--- src/rtl/intdiv_pkg.sv ---
package intdiv_pkg;

    typedef enum logic [0:0] {
        ST_IDLE = 1'b0,
        ST_RUN  = 1'b1
    } div_state_t;

endpackage

--- src/rtl/div_ctrl.sv ---
module div_ctrl
    import intdiv_pkg::*;
#(
    parameter int W = 32
) (
    input  logic clk,
    input  logic rst_n,
    input  logic start,
    input  logic divisor_zero,
    output logic accept_zero,
    output logic accept_run,
    output logic step,
    output logic last
);
    localparam int CNT_W = $clog2(W + 1);

    div_state_t       state_q, state_d;
    logic [CNT_W-1:0] cnt_q, cnt_d;

    // state register
    always_ff @(posedge clk or negedge rst_n) begin
        if (!rst_n) begin
            state_q <= ST_IDLE;
            cnt_q   <= '0;
        end else begin
            state_q <= state_d;
            cnt_q   <= cnt_d;
        end
    end

    // next state
    always_comb begin
        state_d = state_q;
        cnt_d   = cnt_q;
        unique case (state_q)
            ST_IDLE: begin
                cnt_d = '0;
                if (start && !divisor_zero) state_d = ST_RUN;
            end
            ST_RUN: begin
                if (cnt_q == CNT_W'(W - 1)) begin
                    state_d = ST_IDLE;
                    cnt_d   = '0;
                end else begin
                    cnt_d = cnt_q + 1'b1;
                end
            end
            default: state_d = ST_IDLE;
        endcase
    end

    // outputs
    always_comb begin
        accept_zero = 1'b0;
        accept_run  = 1'b0;
        step        = 1'b0;
        last        = 1'b0;
        unique case (state_q)
            ST_IDLE: begin
                accept_zero = start && divisor_zero;
                accept_run  = start && !divisor_zero;
            end
            ST_RUN: begin
                step = 1'b1;
                last = (cnt_q == CNT_W'(W - 1));
            end
            default: ;
        endcase
    end

    assert_count_bound_R7: assert property (@(posedge clk) disable iff (!rst_n)
        (state_q == ST_RUN) |-> (cnt_q <= CNT_W'(W - 1)));

    assert_last_exits_R7: assert property (@(posedge clk) disable iff (!rst_n)
        last |=> (state_q == ST_IDLE));

    assert_busy_ignores_start_R10: assert property (@(posedge clk) disable iff (!rst_n)
        (step && !last) |=> (state_q == ST_RUN));

endmodule

--- src/rtl/div_core.sv ---
module div_core #(
    parameter int W = 32
) (
    input  logic         clk,
    input  logic         rst_n,
    input  logic         load,
    input  logic         step,
    input  logic [W-1:0] num_mag,
    input  logic [W-1:0] den_mag,
    output logic [W-1:0] quo_next
);
    logic [W-1:0] rem_q, quo_q, den_q;
    logic [W:0]   shifted;
    logic         fits;
    logic [W-1:0] rem_next;

    always_comb begin
        shifted  = {rem_q, quo_q[W-1]};
        fits     = (shifted >= {1'b0, den_q});
        rem_next = fits ? W'(shifted - {1'b0, den_q}) : shifted[W-1:0];
        quo_next = {quo_q[W-2:0], fits};
    end

    always_ff @(posedge clk or negedge rst_n) begin
        if (!rst_n) begin
            rem_q <= '0;
            quo_q <= '0;
            den_q <= '0;
        end else if (load) begin
            rem_q <= '0;
            quo_q <= num_mag;
            den_q <= den_mag;
        end else if (step) begin
            rem_q <= rem_next;
            quo_q <= quo_next;
        end
    end

    assert_rem_bound_R3: assert property (@(posedge clk) disable iff (!rst_n)
        (den_q != '0) |-> (rem_q < den_q));

endmodule

--- src/rtl/int_divider.sv ---
module int_divider #(
    parameter int W = 32
) (
    input  logic         clk,
    input  logic         rst_n,
    input  logic         start,
    input  logic         is_signed,
    input  logic [W-1:0] dividend,
    input  logic [W-1:0] divisor,
    input  logic         exc_en,
    output logic [W-1:0] quotient,
    output logic         wr_en,
    output logic         ov_flag,
    output logic         cy_flag,
    output logic         done,
    output logic         range_exc
);
    logic         divisor_zero;
    logic         accept_zero, accept_run, step, last;
    logic         neg_a, neg_b;
    logic [W-1:0] mag_a, mag_b, quo_next, quo_signed;
    logic         neg_q_r, mode_r;

    always_comb begin
        divisor_zero = (divisor == '0);
        neg_a        = is_signed && dividend[W-1];
        neg_b        = is_signed && divisor[W-1];
        mag_a        = neg_a ? (-dividend) : dividend;
        mag_b        = neg_b ? (-divisor)  : divisor;
        quo_signed   = neg_q_r ? (-quo_next) : quo_next;
    end

    div_ctrl #(.W(W)) u_ctrl (
        .clk          (clk),
        .rst_n        (rst_n),
        .start        (start),
        .divisor_zero (divisor_zero),
        .accept_zero  (accept_zero),
        .accept_run   (accept_run),
        .step         (step),
        .last         (last)
    );

    div_core #(.W(W)) u_core (
        .clk      (clk),
        .rst_n    (rst_n),
        .load     (accept_run),
        .step     (step),
        .num_mag  (mag_a),
        .den_mag  (mag_b),
        .quo_next (quo_next)
    );

    always_ff @(posedge clk or negedge rst_n) begin
        if (!rst_n) begin
            quotient  <= '0;
            wr_en     <= 1'b0;
            ov_flag   <= 1'b0;
            cy_flag   <= 1'b0;
            done      <= 1'b0;
            range_exc <= 1'b0;
            neg_q_r   <= 1'b0;
            mode_r    <= 1'b0;
        end else begin
            done      <= 1'b0;
            wr_en     <= 1'b0;
            range_exc <= 1'b0;
            if (accept_run) begin
                neg_q_r <= neg_a ^ neg_b;
                mode_r  <= is_signed;
            end
            if (accept_zero) begin
                mode_r    <= is_signed;
                done      <= 1'b1;
                range_exc <= exc_en;
                if (is_signed) ov_flag <= 1'b1;
                else           cy_flag <= 1'b1;
            end
            if (last) begin
                done     <= 1'b1;
                wr_en    <= 1'b1;
                quotient <= quo_signed;
                if (mode_r) ov_flag <= 1'b0;
                else        cy_flag <= 1'b0;
            end
        end
    end

    assert_done_pulse_R9: assert property (@(posedge clk) disable iff (!rst_n)
        done |=> !done);

    assert_hold_quotient_R9: assert property (@(posedge clk) disable iff (!rst_n)
        !done |-> (quotient == $past(quotient)));

    assert_write_with_done_R1: assert property (@(posedge clk) disable iff (!rst_n)
        wr_en |-> done);

    assert_zero_no_write_R2: assert property (@(posedge clk) disable iff (!rst_n)
        accept_zero |=> (done && !wr_en));

    assert_exc_only_zero_R5: assert property (@(posedge clk) disable iff (!rst_n)
        range_exc |-> (done && !wr_en));

    assert_carry_kept_signed_R6: assert property (@(posedge clk) disable iff (!rst_n)
        (done && mode_r) |-> (cy_flag == $past(cy_flag)));

    assert_ovf_kept_unsigned_R6: assert property (@(posedge clk) disable iff (!rst_n)
        (done && !mode_r) |-> (ov_flag == $past(ov_flag)));

    assert_flags_move_on_done_R6: assert property (@(posedge clk) disable iff (!rst_n)
        !done |-> ($stable(ov_flag) && $stable(cy_flag)));

endmodule

--- config.mk ---
export PLATFORM = sky130hd
export DESIGN_NAME = int_divider
export DESIGN_NICKNAME = d
export VERILOG_FILES = /design/src/rtl/intdiv_pkg.sv /design/src/rtl/div_ctrl.sv /design/src/rtl/div_core.sv /design/src/rtl/int_divider.sv
export SDC_FILE = /design/constraint.sdc
export NUM_CORES = 1
export LEC_CHECK = 0
export ABC_AREA = 1
export BUFFER_PORTS_ARGS = -buffer_cell sky130_fd_sc_hd__buf_2
export CORE_MARGIN = 2
export CORE_UTILIZATION = 40
export DETAILED_ROUTE_END_ITERATION = 8
export GPL_ROUTABILITY_DRIVEN = 0
export SETUP_SLACK_MARGIN = 0.15
export SKIP_LAST_GASP = 1
export SLEW_MARGIN = 20
export SYNTH_ARGS = -nofsm -noshare
export SYNTH_HDL_FRONTEND = slang
export SYNTH_SLANG_ARGS = --single-unit
--- constraint.sdc ---
create_clock -name clk -period 3.5 [get_ports clk]
set_input_delay 0.175 -clock clk [delete_from_list [all_inputs] [get_ports clk]]
set_output_delay 0.175 -clock clk [all_outputs]
set_load 0.02 [all_outputs]
==> run summary <==
Status -> completed
Synth warnings -> 0
Clk_lat worst skew -> 0.43 ns
RSZ-0062 raised after global routing -> no
FMAX -> 0.320 GHz
H-Tree Depth -> 4
Crit start category -> flip-flop
Crit path from -> u_core.den_q[19]
CP Capture Type -> flip-flop
Ports -> 106
P_leak -> 5.84 nW
Hold Fails Final Rpt -> 0
Final WS setup -> 0.377 ns
Post-DP HPWL -> 23700 µm
Largest net degree at the start of global routing -> 76
Row Count -> 59
Nets -> 1714
Tcrit/Tclk final -> 0.892
Setup Viol. Count Final -> 0
Clk root buf -> clkbuf_16
R2R depth -> 21
Minimum clock period -> 3.12 ns
Maximum root-to-sink buffer count -> 2
Syn nets -> 1619
Worst r2r src -> u_core.den_q[19]
Register share of total power -> 0.259
Initial antenna violation count -> 0
Pre-CTS setup slack -> 0.301 ns
Die height -> 165 µm
Max_slew headroom -> 0.453
Psw -> 5.79 mW
Power Dens Cells -> 981 nW/µm²
Ant. Diodes -> 0
Clk pwr share -> 0.157
Mapped Area -> 10400 µm²
Most frequent cells in the layout -> 405 x nand2_1, 171 x inv_1, 158 x nor2_1, 142 x dfrtp_1, 104 x buf_2
Syn_area_per_cell -> 6.89 µm²
Clock net sink count -> 142
R2r setup slk -> 0.38 ns
Die W -> 165 µm
Flops & latches, synth -> 142
Critical Path AT -> 3.45 ns
Setup_tns -> 0 ns
Critical R2R Capture -> quotient[30]
Clk_skew -> 0.0113 ns
Post-route ant nets -> 0
Gate power share -> 0.583
I/O Buffers -> 105
Aggregate global routing overflow -> 0
Syn-to-layout area delta -> 15.2%
All-Layer GR Usage -> 0.239
Worst ir drop on vdd -> 375 µV
Synth cell types -> 50
WS Path Type -> reg -> reg
Max-cap viol count -> 0
CTS tree -> done
Drt drc -> 0
TritonCTS Buffers -> 17
Via count -> 10300
Most common cell after layout, fill and taps aside -> nand2_1
Global-route wire length before repair -> 50800 µm
Switching share of power -> 0.492
Internal Pwr Total -> 5.99 mW
Initial Util -> 0.403
Overall power -> 11.8 mW
Worst Hold Class -> in -> reg
Post-Synthesis Cells -> 1513
DR WL/cell -> 16.3 µm
Fraction of layout cells with a size suffix above 1 -> 0.127
Vias in the first global route -> 9432
Sequential-to-total area share from yosys stat -> 0.341
WP data required -> 3.83 ns
Post-DR vias/cell -> 5.25
Total Routed Length -> 31900 µm
Slew Viols, Final -> 0
Crit path to -> quotient[30]
Clock-pin slew on the worst setup and hold paths -> 0.07 ns
Crit path max fanout -> 5
Drt first pass iters -> 6
Tightest Pin Transition -> 0.819 ns
DRT iter0 DRCs -> 1187
Core ar. -> 25800 µm²
Die area -> 27400 µm²
## routing by layer
| layer | share of wire | wire length [µm] | track usage | up-vias |
|---|---|---|---|---|
| li1 | - | - | - | 5115 |
| met1 | 0.51 | 16100 | 0.374 | 4759 |
| met2 | 0.41 | 13100 | 0.339 | 359 |
| met3 | 0.070 | 2230 | 0.0415 | 33 |
| met4 | 0.013 | 412 | 0.0498 | 0 |
| met5 | 0 | 0 | 0 | - |
## registers in the layout (all words and copies together), names as in the netlist
name	flops
range_exc	1
done	1
quotient	32
mode_r	1
u_ctrl.state_q	1
ov_flag	1
u_ctrl.cnt_q	6
neg_q_r	1
u_core.den_q	32
cy_flag	1
u_core.quo_q	32
wr_en	1
u_core.rem_q	32
## cell usage after synthesis, drive strengths merged
library cell	number	area [µm²]
fa	1	20.0
and2	2	12.5
a21boi	3	22.5
o31ai	5	37.5
ha	36	450
nor4	4	25.0
inv	176	663
a31oi	6	37.5
o22ai	10	62.6
or2	6	37.5
nor3	21	121
nor3b	1	7.51
o221ai	3	26.3
a221oi	6	52.6
dfrtp	142	3550
o211ai	13	97.6
a21oi	69	353
nand3	104	531
clkbuf	22	82.6
o41ai	2	17.5
nor2	166	651
buf	24	179
o21a	3	22.5
o21ai	145	741
xor2	68	596
a211oi	1	7.51
a21o	6	45.0
xnor2	24	210
clkinv	2	7.51
and3	1	6.26
nand2	418	1590
o21bai	6	45.0
nand3b	2	15.0
nand4	15	93.8
## what timing repair did
action / in CTS / in global routing
setup buffers: 0 / 2
endpoints found under the hold margin: 68 / 0
gates resized for setup: 0 / 26
hold buffers: 2 / 0
setup endpoints to repair: 0 / 8
## per-stage QoR
stage          instance area, µm²  utilization  hold slack (ns)  cells
6_report                    12000        0.465           0.0304   1956
5_1_grt                     12000        0.465           0.0298   1956
4_1_cts                     11800        0.458           0.0218   1954
3_5_place_dp                11200        0.435            0.221   1920
3_3_place_gp                11200        0.435            0.223   1920
2_1_floorplan               10400            -           -0.121   1513
## worst min-delay path by stage
stage                       startpoint                to  slack, ns  depth (start not counted)
after floorplan                  rst_n           cy_flag      -0.12                          0
after global placement           rst_n  u_core.den_q[10]       0.22                          1
after detailed placement         rst_n   u_core.den_q[9]       0.22                          1
after CTS                 dividend[31]  u_core.quo_q[31]       0.02                          3
after global routing        divisor[0]   u_core.den_q[0]       0.03                          3
final                     dividend[31]  u_core.quo_q[31]       0.03                          3
## power by group through the flow
stage / combinational, mW / clock [mW] / sequential, mW
after global placement: 6.41 / 0 / 3.02
final: 6.87 / 1.85 / 3.05
after floorplan: 4.74 / 0 / 3.06
after detailed placement: 6.46 / 0 / 3.03
after CTS: 6.51 / 1.89 / 3.01
after global routing: 7.70 / 1.96 / 3.15
## cell type report
cell class	count	area, µm²
clock buffer	18	439
clock inverter	14	153
fill	2721	13800
inverter	178	671
multi-input combinational	1147	6090
sequential	142	3550
tap	335	419
timing repair buffer	122	689
## critical path, stage by stage (launching register included)
cell     delay (ns)
dfrtp_1        0.41
inv_1          0.06
ha_1           0.37
nand2_2        0.15
inv_1          0.05
nand2_1        0.10
nand2_1        0.08
nand2_1        0.08
a21oi_1        0.09
nor2_4         0.14
nand2_4        0.06
inv_2          0.05
ha_1           0.13
inv_1          0.07
nor2_2         0.14
nand3_1        0.11
or2_2          0.34
o21ai_4        0.21
nand3_1        0.12
xor2_1         0.15
nand2_1        0.05
nand2_1        0.04
## kinds of logic (layout without fill, tap and decap cells)
| logic type | after synthesis | after routing | share of synthesized area |
|---|---|---|---|
| buffers and inverters | 224 | 332 | 0.0894 |
| flip-flops | 142 | 142 | 0.341 |
| AND/OR/NAND/NOR | 740 | 740 | 0.297 |
| XOR/XNOR | 92 | 92 | 0.0773 |
| AO/OA/AOI/OAI | 278 | 278 | 0.150 |
| adder cells (fa/ha/maj) | 37 | 37 | 0.0451 |
Note: power is estimated with default switching activity, not from simulation.
